## config.mk

```make
export PLATFORM = sky130hd
export DESIGN_NAME = sig_hunt
export DESIGN_NICKNAME = d
export VERILOG_FILES = /design/src/rtl/sig_hunt_pkg.sv /design/src/rtl/sig_hunt_match.sv /design/src/rtl/sig_hunt_ctrl.sv /design/src/rtl/sig_hunt.sv
export SDC_FILE = /design/constraint.sdc
export NUM_CORES = 1
export LEC_CHECK = 0
export ABC_AREA = 1
export BUFFER_PORTS_ARGS = -buffer_cell sky130_fd_sc_hd__buf_4
export CORE_MARGIN = 8
export CORE_UTILIZATION = 57
export CTS_BUF_LIST = sky130_fd_sc_hd__clkbuf_2 sky130_fd_sc_hd__clkbuf_4 sky130_fd_sc_hd__clkbuf_8
export DETAILED_ROUTE_END_ITERATION = 7
export GPL_TIMING_DRIVEN = 0
export PLACE_DENSITY = 0.81
export SKIP_CTS_REPAIR_TIMING = 1
export SLEW_MARGIN = 20
export SYNTH_ARGS = -nofsm -noshare
export SYNTH_HDL_FRONTEND = slang
export SYNTH_SLANG_ARGS = --single-unit
export TNS_END_PERCENT = 50
```

## constraint.sdc

```tcl
create_clock -name clk -period 5 [get_ports clk]
set_clock_uncertainty 0.2 [all_clocks]
set_input_delay 0 -clock clk [delete_from_list [all_inputs] [get_ports clk]]
set_output_delay 0 -clock clk [all_outputs]
set_load 0.005 [all_outputs]
```

## src/rtl/sig_hunt_pkg.sv

```systemverilog
package sig_hunt_pkg;

  typedef enum logic [0:0] {
    HUNT_IDLE = 1'b0,
    HUNT_SCAN = 1'b1
  } hunt_state_t;

  localparam int BYTE_W = 8;

endpackage

```

## src/rtl/sig_hunt_match.sv

```systemverilog
module sig_hunt_match #(
  parameter logic [31:0] SIG_WORD   = 32'hAA5500FF,
  parameter int          WORD_BYTES = 4,
  parameter int          WORD_REPS  = 2,
  localparam int         SIG_LEN    = WORD_BYTES * WORD_REPS,
  localparam int         IDX_W      = $clog2(SIG_LEN + 1)
) (
  input  logic             clk,
  input  logic             rst_n,
  input  logic             clr_i,
  input  logic             take_i,
  input  logic [7:0]       byte_i,
  output logic             hit_o,
  output logic [IDX_W-1:0] idx_o
);

  logic [7:0]       sig_tbl [SIG_LEN];
  logic [7:0]       exp_byte;
  logic [IDX_W-1:0] idx_q;
  logic [IDX_W-1:0] idx_nxt;

  // marker bytes: each word copy laid out low byte first
  for (genvar g = 0; g < SIG_LEN; g++) begin : g_sig
    assign sig_tbl[g] = SIG_WORD[8*(g % WORD_BYTES) +: 8];
  end

  always_comb begin
    exp_byte = '0;
    for (int k = 0; k < SIG_LEN; k++) begin
      if (idx_q == IDX_W'(k)) exp_byte = sig_tbl[k];
    end
  end

  always_comb begin
    if (byte_i == exp_byte)        idx_nxt = idx_q + IDX_W'(1);
    else if (byte_i == sig_tbl[0]) idx_nxt = IDX_W'(1);
    else                           idx_nxt = '0;
  end

  assign hit_o = take_i && (idx_nxt == IDX_W'(SIG_LEN));
  assign idx_o = idx_q;

  always_ff @(posedge clk) begin
    if (!rst_n)      idx_q <= '0;
    else if (clr_i)  idx_q <= '0;
    else if (take_i) idx_q <= idx_nxt;
  end

  AST_IDX_HOLD: assert property (@(posedge clk) disable iff (!rst_n)
    (!take_i && !clr_i) |=> $stable(idx_q));
  AST_IDX_STEP: assert property (@(posedge clk) disable iff (!rst_n)
    (take_i && !clr_i) |=> ((idx_q == $past(idx_q) + IDX_W'(1)) || (idx_q <= IDX_W'(1))));
  AST_IDX_RANGE: assert property (@(posedge clk) disable iff (!rst_n)
    idx_q <= IDX_W'(SIG_LEN));
  AST_CLR_ZERO: assert property (@(posedge clk) disable iff (!rst_n)
    clr_i |=> (idx_q == '0));

endmodule

```

## src/rtl/sig_hunt_ctrl.sv

```systemverilog
module sig_hunt_ctrl
  import sig_hunt_pkg::*;
#(
  parameter int  LIMIT = 71,
  localparam int CNT_W = $clog2(LIMIT + 1)
) (
  input  logic clk,
  input  logic rst_n,
  input  logic start_i,
  input  logic take_i,
  input  logic hit_i,
  output logic scan_o,
  output logic done_o,
  output logic found_o,
  output logic fail_o
);

  hunt_state_t      state_q;
  logic [CNT_W-1:0] cnt_q;
  logic             last_read;

  assign last_read = (cnt_q == CNT_W'(LIMIT - 1));
  assign scan_o    = (state_q == HUNT_SCAN);

  always_ff @(posedge clk) begin
    if (!rst_n) begin
      state_q <= HUNT_IDLE;
      cnt_q   <= '0;
      done_o  <= 1'b0;
      found_o <= 1'b0;
      fail_o  <= 1'b0;
    end else if (start_i) begin
      state_q <= HUNT_SCAN;
      cnt_q   <= '0;
      done_o  <= 1'b0;
      found_o <= 1'b0;
      fail_o  <= 1'b0;
    end else begin
      done_o <= 1'b0;
      if (scan_o && take_i) begin
        cnt_q <= cnt_q + CNT_W'(1);
        // a completed marker outranks an exhausted budget
        if (hit_i) begin
          found_o <= 1'b1;
          done_o  <= 1'b1;
          state_q <= HUNT_IDLE;
        end else if (last_read) begin
          fail_o  <= 1'b1;
          done_o  <= 1'b1;
          state_q <= HUNT_IDLE;
        end
      end
    end
  end

  AST_CNT_BOUND: assert property (@(posedge clk) disable iff (!rst_n)
    scan_o |-> (cnt_q < CNT_W'(LIMIT)));
  AST_DONE_PULSE: assert property (@(posedge clk) disable iff (!rst_n)
    done_o |=> !done_o);
  AST_FLAG_EXCL: assert property (@(posedge clk) disable iff (!rst_n)
    !(found_o && fail_o));
  AST_FLAG_WITH_DONE: assert property (@(posedge clk) disable iff (!rst_n)
    ($rose(found_o) || $rose(fail_o)) |-> done_o);
  AST_FOUND_STOPS: assert property (@(posedge clk) disable iff (!rst_n)
    found_o |-> !scan_o);
  AST_START_CLEARS: assert property (@(posedge clk) disable iff (!rst_n)
    start_i |=> (!found_o && !fail_o && cnt_q == '0));

endmodule

```

## src/rtl/sig_hunt.sv

```systemverilog
module sig_hunt
  import sig_hunt_pkg::*;
#(
  parameter logic [31:0] SIG_WORD  = 32'hAA5500FF,
  parameter int          PROBE_LEN = 64,
  localparam int         SIG_LEN   = 8,
  localparam int         LIMIT     = PROBE_LEN + SIG_LEN - 1
) (
  input  logic              clk,
  input  logic              rst_n,
  input  logic              start,
  input  logic [BYTE_W-1:0] prom_byte,
  input  logic              prom_vld,
  output logic              prom_req,
  output logic              done,
  output logic              found,
  output logic              fail
);

  localparam int IDX_W = $clog2(SIG_LEN + 1);

  logic             scan;
  logic             take;
  logic             hit;
  logic [IDX_W-1:0] idx;

  assign prom_req = scan && !start;
  assign take     = prom_vld && prom_req;

  sig_hunt_match #(
    .SIG_WORD   (SIG_WORD),
    .WORD_BYTES (4),
    .WORD_REPS  (2)
  ) u_match (
    .clk    (clk),
    .rst_n  (rst_n),
    .clr_i  (start),
    .take_i (take),
    .byte_i (prom_byte),
    .hit_o  (hit),
    .idx_o  (idx)
  );

  sig_hunt_ctrl #(
    .LIMIT (LIMIT)
  ) u_ctrl (
    .clk     (clk),
    .rst_n   (rst_n),
    .start_i (start),
    .take_i  (take),
    .hit_i   (hit),
    .scan_o  (scan),
    .done_o  (done),
    .found_o (found),
    .fail_o  (fail)
  );

  AST_NO_REQ_ON_START: assert property (@(posedge clk) disable iff (!rst_n)
    start |-> !prom_req);
  AST_FULL_AT_FOUND: assert property (@(posedge clk) disable iff (!rst_n)
    $rose(found) |-> (idx == IDX_W'(SIG_LEN)));

endmodule

```

; Word-level counts from Yosys, hierarchy flattened
; Cells that the tools add are included.
[totals]
word_cells = 51
ramBits = 0
n_memories = 0
latch_bits = 0
in_bits = 12
regBits = 15
out_inout_bits = 4
rom_bits = 0
[classes]
eq_ne = 11
bitwise = 3
addsub = 2
shifts = 0
order_cmp = 0
reduce_logical = 13
div = 0
multipliers = 0
muxes = 16
[op_table]
columns = op, count
row1 = $mux 8, 8
row2 = $eq 4x3->1 const B, 4
row3 = $eq 4x2->1 const B, 2
row4 = $eq 8x8->1, 1
row5 = $eq 8x8->1 const B, 1
row6 = $add 7x1->7 const B, 1
row7 = $eq 7x7->1 const B, 1
row8 = $mux 1, 7
row9 = $add 4x1->4 const B, 1
row10 = $eq 4x1->1 const B, 1
row11 = $eq 4x4->1 const B, 1
row12 = $logic_and 1x1->1, 4
row13 = $logic_not 4->1, 1
row14 = $mux 4, 1
row15 = $reduce_and 2->1, 2
row16 = $not 1->1, 3
row17 = $reduce_and 3->1, 1
row18 = $reduce_bool 3->1, 1
row19 = $reduce_or 3->1, 1
row20 = $reduce_bool 2->1, 1
row21 = $reduce_or 2->1, 1
row22 = $logic_not 1->1, 1

; Depth between registers and ports, before layout
[logic_depth]
depth_word = 16
depth_mapped = 14
depth_no_buf = 14

; Cells and area by module
; A second synthesis with hierarchy kept.
[unflattened]
cells_unflattened = 145
hier_area_um2 = 955.9
[by_module_without_submodules]
columns = mod, n_inst, seq_area_each_um2, area_per_inst_um2, cells_per_inst
row1 = sig_hunt_ctrl, 1, 220.2, 526.8, 72
row2 = sig_hunt_match, 1, 80.1, 405.4, 68
row3 = sig_hunt, 1, 0.0, 23.8, 5

; Worst setup path before layout
; OpenSTA, ideal clock, no wires.
[synth_path]
kind = reg2reg
startpoint = reg u_match.idx_q[0], in the netlist u_match.idx_o[0]
endpoint = reg u_ctrl.fail_o
path_buffers = 0
stages_incl_launch_ff = 13
required_ns = 4.682
path_slack_ns = 3.214
setup_time_ns = 0.118
synth_period_minus_slack_ns = 1.786
t_arrival_ns = 1.469
path_cell_list = dfxtp_1 > inv_1 > ha_1 > nand2_1 > nand2_1 > nand3_1 > nand3_2 > nor2_4 > nor2_1 > nor2_1 > nand2_2 > a21oi_2 > nor2_1
[synth_via]
elab_chain_len = 15
elab_cells_between_ends = 23
classes_between = 1 x add/sub / 9 x eq/ne / 9 x mux / 1 x bitwise / 3 x reduce/logical
[synth_rtl]
columns = element, line_no
row1 = from (decl), sig_hunt_match.sv:19  ; logic [IDX_W-1:0] idx_q;
row2 = from (signal assigned), sig_hunt_match.sv:46  ; else if (take_i) idx_q <= idx_nxt;
row3 = $logic_not 4->1, sig_hunt_match.sv:30  ; if (idx_q == IDX_W'(k)) exp_byte = sig_tbl[k];
row4 = $mux 8 (8 in a row), sig_hunt_match.sv:30
row5 = $eq 8x8->1, sig_hunt_match.sv:35  ; if (byte_i == exp_byte) idx_nxt = idx_q + IDX_W'(1);
row6 = $mux 4 *, sig_hunt_match.sv:35
row7 = $eq 4x4->1 *, sig_hunt_match.sv:40  ; assign hit_o = take_i && (idx_nxt == IDX_W'(SIG_LEN));
row8 = $logic_and 1x1->1 *, sig_hunt_match.sv:40
row9 = $not 1->1 (no source line) *, -
row10 = $reduce_and 3->1 (no source line) *, -
row11 = to (signal assigned), sig_hunt_ctrl.sv:31  ; fail_o <= 1'b0;
row12 = to (signal assigned), sig_hunt_ctrl.sv:37  ; fail_o <= 1'b0;
row13 = to (signal assigned), sig_hunt_ctrl.sv:48  ; fail_o <= 1'b1;
row14 = to (decl), sig_hunt_ctrl.sv:15  ; output logic fail_o
; Every way passes the cells marked *; elsewhere a longest branch is shown, timed or not.
; A chain may end at the register's enable or synchronous reset.

; Worst setup path after layout
[layout_path]
startpoint = reg u_match.idx_q[0], in the netlist u_match.idx_o[0]
endpoint = reg u_ctrl.state_q, in the netlist u_ctrl.scan_o
[layout_via]
elab_chain_len = 16
elab_cells_between_ends = 26
classes_between = 1 x add/sub / 9 x eq/ne / 12 x mux / 4 x reduce/logical
[layout_rtl]
columns = element, line_no
row1 = $logic_not 4->1, sig_hunt_match.sv:30
row2 = $mux 8 (8 in a row), sig_hunt_match.sv:30
row3 = $eq 8x8->1, sig_hunt_match.sv:35
row4 = $mux 4 *, sig_hunt_match.sv:35
row5 = $eq 4x4->1 *, sig_hunt_match.sv:40
row6 = $logic_and 1x1->1 *, sig_hunt_match.sv:40
row7 = $mux 1, sig_hunt_ctrl.sv:43  ; if (hit_i) begin
row8 = $mux 1, sig_hunt_ctrl.sv:40  ; if (scan_o && take_i) begin
row9 = $mux 1, sig_hunt_ctrl.sv:32  ; end else if (start_i) begin
row10 = to (signal assigned), sig_hunt_ctrl.sv:33  ; state_q <= HUNT_SCAN;
row11 = to (signal assigned), sig_hunt_ctrl.sv:46  ; state_q <= HUNT_IDLE;
row12 = to (signal assigned), sig_hunt_ctrl.sv:50  ; state_q <= HUNT_IDLE;
row13 = to (decl), sig_hunt_ctrl.sv:18  ; hunt_state_t state_q;
; Every way passes the cells marked *; elsewhere a longest branch is shown, timed or not. The select of a mux whose other input is x is not followed.

==> out/qor.csv <==
metric;value;unit
pwr-share-comb;12.0;%
antenna_found_initial;0;
utilization;72.8;%
cts.sinks;15;
cp.required;4.97;ns
layout-drive-gt1-share;21.6;%
ant_nets;0;
start_kind;flip-flop;
mostFrequentLayoutCells;22 x nand2_1, 19 x inv_1, 15 x buf_4, 15 x dfxtp_1, 14 x nor2_1;
cts_tree;yes;
crit_fanout;6;
synth_seq_cells;15;
cts_buffers;3;
cts_root_buf;clkbuf_4;
yosysWarnings;0;
seqPwrFrac;54.8;%
switching_share;23.2;%
first_global_vias;733;
grt_util_met2;22.8;%
start_util;59.0;%
die_h;55.0;um
clk_path_buf_depth;2;
layout_commonest_cell;nand2_1;
critPathKind;flip-flop to flip-flop;
rrSetupSlack;2.45;ns
post_synth.cell_area_avg;6.95;sq um
nFillCells;132;
viasPerCell;5.01;
syn_nets;143;
use_met3;3.48;%
synth_area;868;sq um
power;222;uW
cp.arrival;2.53;ns
clk_latency;0.28;ns
multi_input_area;482;sq um
end_kind;flip-flop;
grt_pass1_wl;2.90;mm
final.setup.tns;0;ns
power_density;207;nW/um^2
maxCapViolations;0;
wirelength;1.83;mm
post-route-period-util;51.1;%
yosysSeqAreaShare;34.6;%
rsz0062_at_grt;false;
status;complete, no violations;
htreeDepth;1;
portBuffers;15;
core_area;1470;sq um
leakage;0.496;nW
dp_hpwl;1.42;mm
gp_congestion;0.743;
switching_power;51.5;uW
first_pass_iters;4;
synth_cell_types;26;
clkPwrFrac;33.2;%
max_freq;391;MHz
drc;0;
hold_path.class;primary input to flip-flop;
grt_use_met1;14.3;%
final_hold_viol_count;0;
diodes;0;
rows;14;
tightest_slew;0.483;ns
maxSlewHeadroom;67.7;%
fp.dieArea;3030;sq um
clk_pin_slew;0.09;ns
fin_nets;167;
finalSetupViolations;0;
synthToLayoutAreaGrowth;23.3;%
dr_total_vias;821;
io_pins;16;
die_w;55.0;um
wl_per_cell;11.1;um
min_period;2.55;ns
overflow;0;
layout.area.seq;300;sq um
top_usage_layer;met2;
grt_max_degree;9;
p_int;170;uW
drt-initial-drc-count;9;
track_usage;12.7;%
timing.final.max_slew_violations;0;
netlist_instances;125;
peakVddDrop;182;uV
area by class of cell:
| class | instances | share of cell area (%) |
|---|---|---|
| Clock buffer | 4 | 2.80 |
| Sequential cell | 15 | 28.0 |
| Timing Repair Buffer | 19 | 14.3 |
| Tap cell | 16 | 1.87 |
| Multi-Input combinational cell | 87 | 45.0 |
| Inverter | 23 | 8.06 |
final timing paths:
check                                startpoint                            end  cells past startpoint
setup / recovery  u_match.idx_o[0]$_SDFFE_PP0P_     u_ctrl.scan_o$_SDFFE_PN0P_                     13
hold / removal                     prom_byte[2]  u_match.idx_o[2]$_SDFFE_PP0P_                      8
setup reg to reg  u_match.idx_o[0]$_SDFFE_PP0P_     u_ctrl.scan_o$_SDFFE_PN0P_                     13
hold reg to reg     u_ctrl.found_o$_SDFFE_PP0P_    u_ctrl.found_o$_SDFFE_PP0P_                      2
synth_stat cells:
cell type  instances  area [sq um]
nand2_1           22          82.6
inv_1             19          71.3
dfxtp_1           15           300
nor2_1            14          52.6
a21oi_1           11          55.1
nand3_1            7          35.0
ha_1               6          75.1
nor3_1             4          20.0
inv_2              3          11.3
nor2_2             3          18.8
o21ai_0            3          15.0
a21oi_2            2          17.5
nand2_2            2          12.5
xor2_1             2          17.5
a211oi_1           1          7.51
a31oi_1            1          6.26
and2_0             1          6.26
and2_1             1          6.26
clkinv_1           1          3.75
nand3_2            1          10.0
nand4_1            1          6.26
nor2_4             1          11.3
nor3b_1            1          7.51
o211ai_1           1          7.51
o21ai_1            1          5.00
or2_2              1          6.26
flip-flops by register name (all words and copies together), names as in the netlist:
name / cells
u_ctrl.cnt_q: 7
u_ctrl.found_o: 1
u_ctrl.fail_o: 1
u_ctrl.scan_o: 1
u_match.idx_o: 4
u_ctrl.done_o: 1
power by group through the flow:
stage / clock [mW] / combinational, mW / sequential, mW
after global placement: 0 / 0.0229 / 0.124
after floorplan: 0 / 0.0131 / 0.124
after detailed placement: 0 / 0.0238 / 0.125
after CTS: 0.0752 / 0.0240 / 0.122
final: 0.0737 / 0.0266 / 0.122
after global routing: 0.0790 / 0.0302 / 0.122
worst max-delay path, stage by stage (launching register included):
cell,delay [ns]
dfxtp_1,0.44
inv_1,0.09
ha_1,0.22
nand3_1,0.08
nand2_1,0.08
nand2_1,0.08
nand3_2,0.10
nor2_4,0.14
nor2_1,0.06
nor2_1,0.16
nand2_2,0.11
nand3_1,0.08
a21oi_1,0.05
dlygate4sd3_1,0.55
metal layers:
metal	vias up	share of wire, %
li1	443	-
met1	354	44
met4	0	0.82
met2	21	48
met5	-	0
met3	3	6.9
kinds of logic after synthesis:
| kind of cell | after synthesis | share of synthesized area, % |
|---|---|---|
| flip-flops | 15 | 34.6 |
| buffers and inverters | 23 | 9.94 |
| adder cells (fa/ha/maj) | 6 | 8.65 |
| AO/OA/AOI/OAI | 20 | 13.1 |
| XOR/XNOR | 2 | 2.02 |
| AND/OR/NAND/NOR | 59 | 31.7 |
per-stage QoR:
step / setup WS [ns] / cell area, sq um / hold WS (ns) / instances
floorplan: 3.21 / 868 / -0.170 / 125
global placement: 3.04 / 1000 / 0.0605 / 156
detailed placement: 2.97 / 1000 / 0.0669 / 156
CTS: 2.98 / 1030 / -0.221 / 160
global route: 2.20 / 1070 / 0.107 / 164
finish: 2.45 / 1070 / 0.0555 / 164
Power figures use the tool's default switching activity.
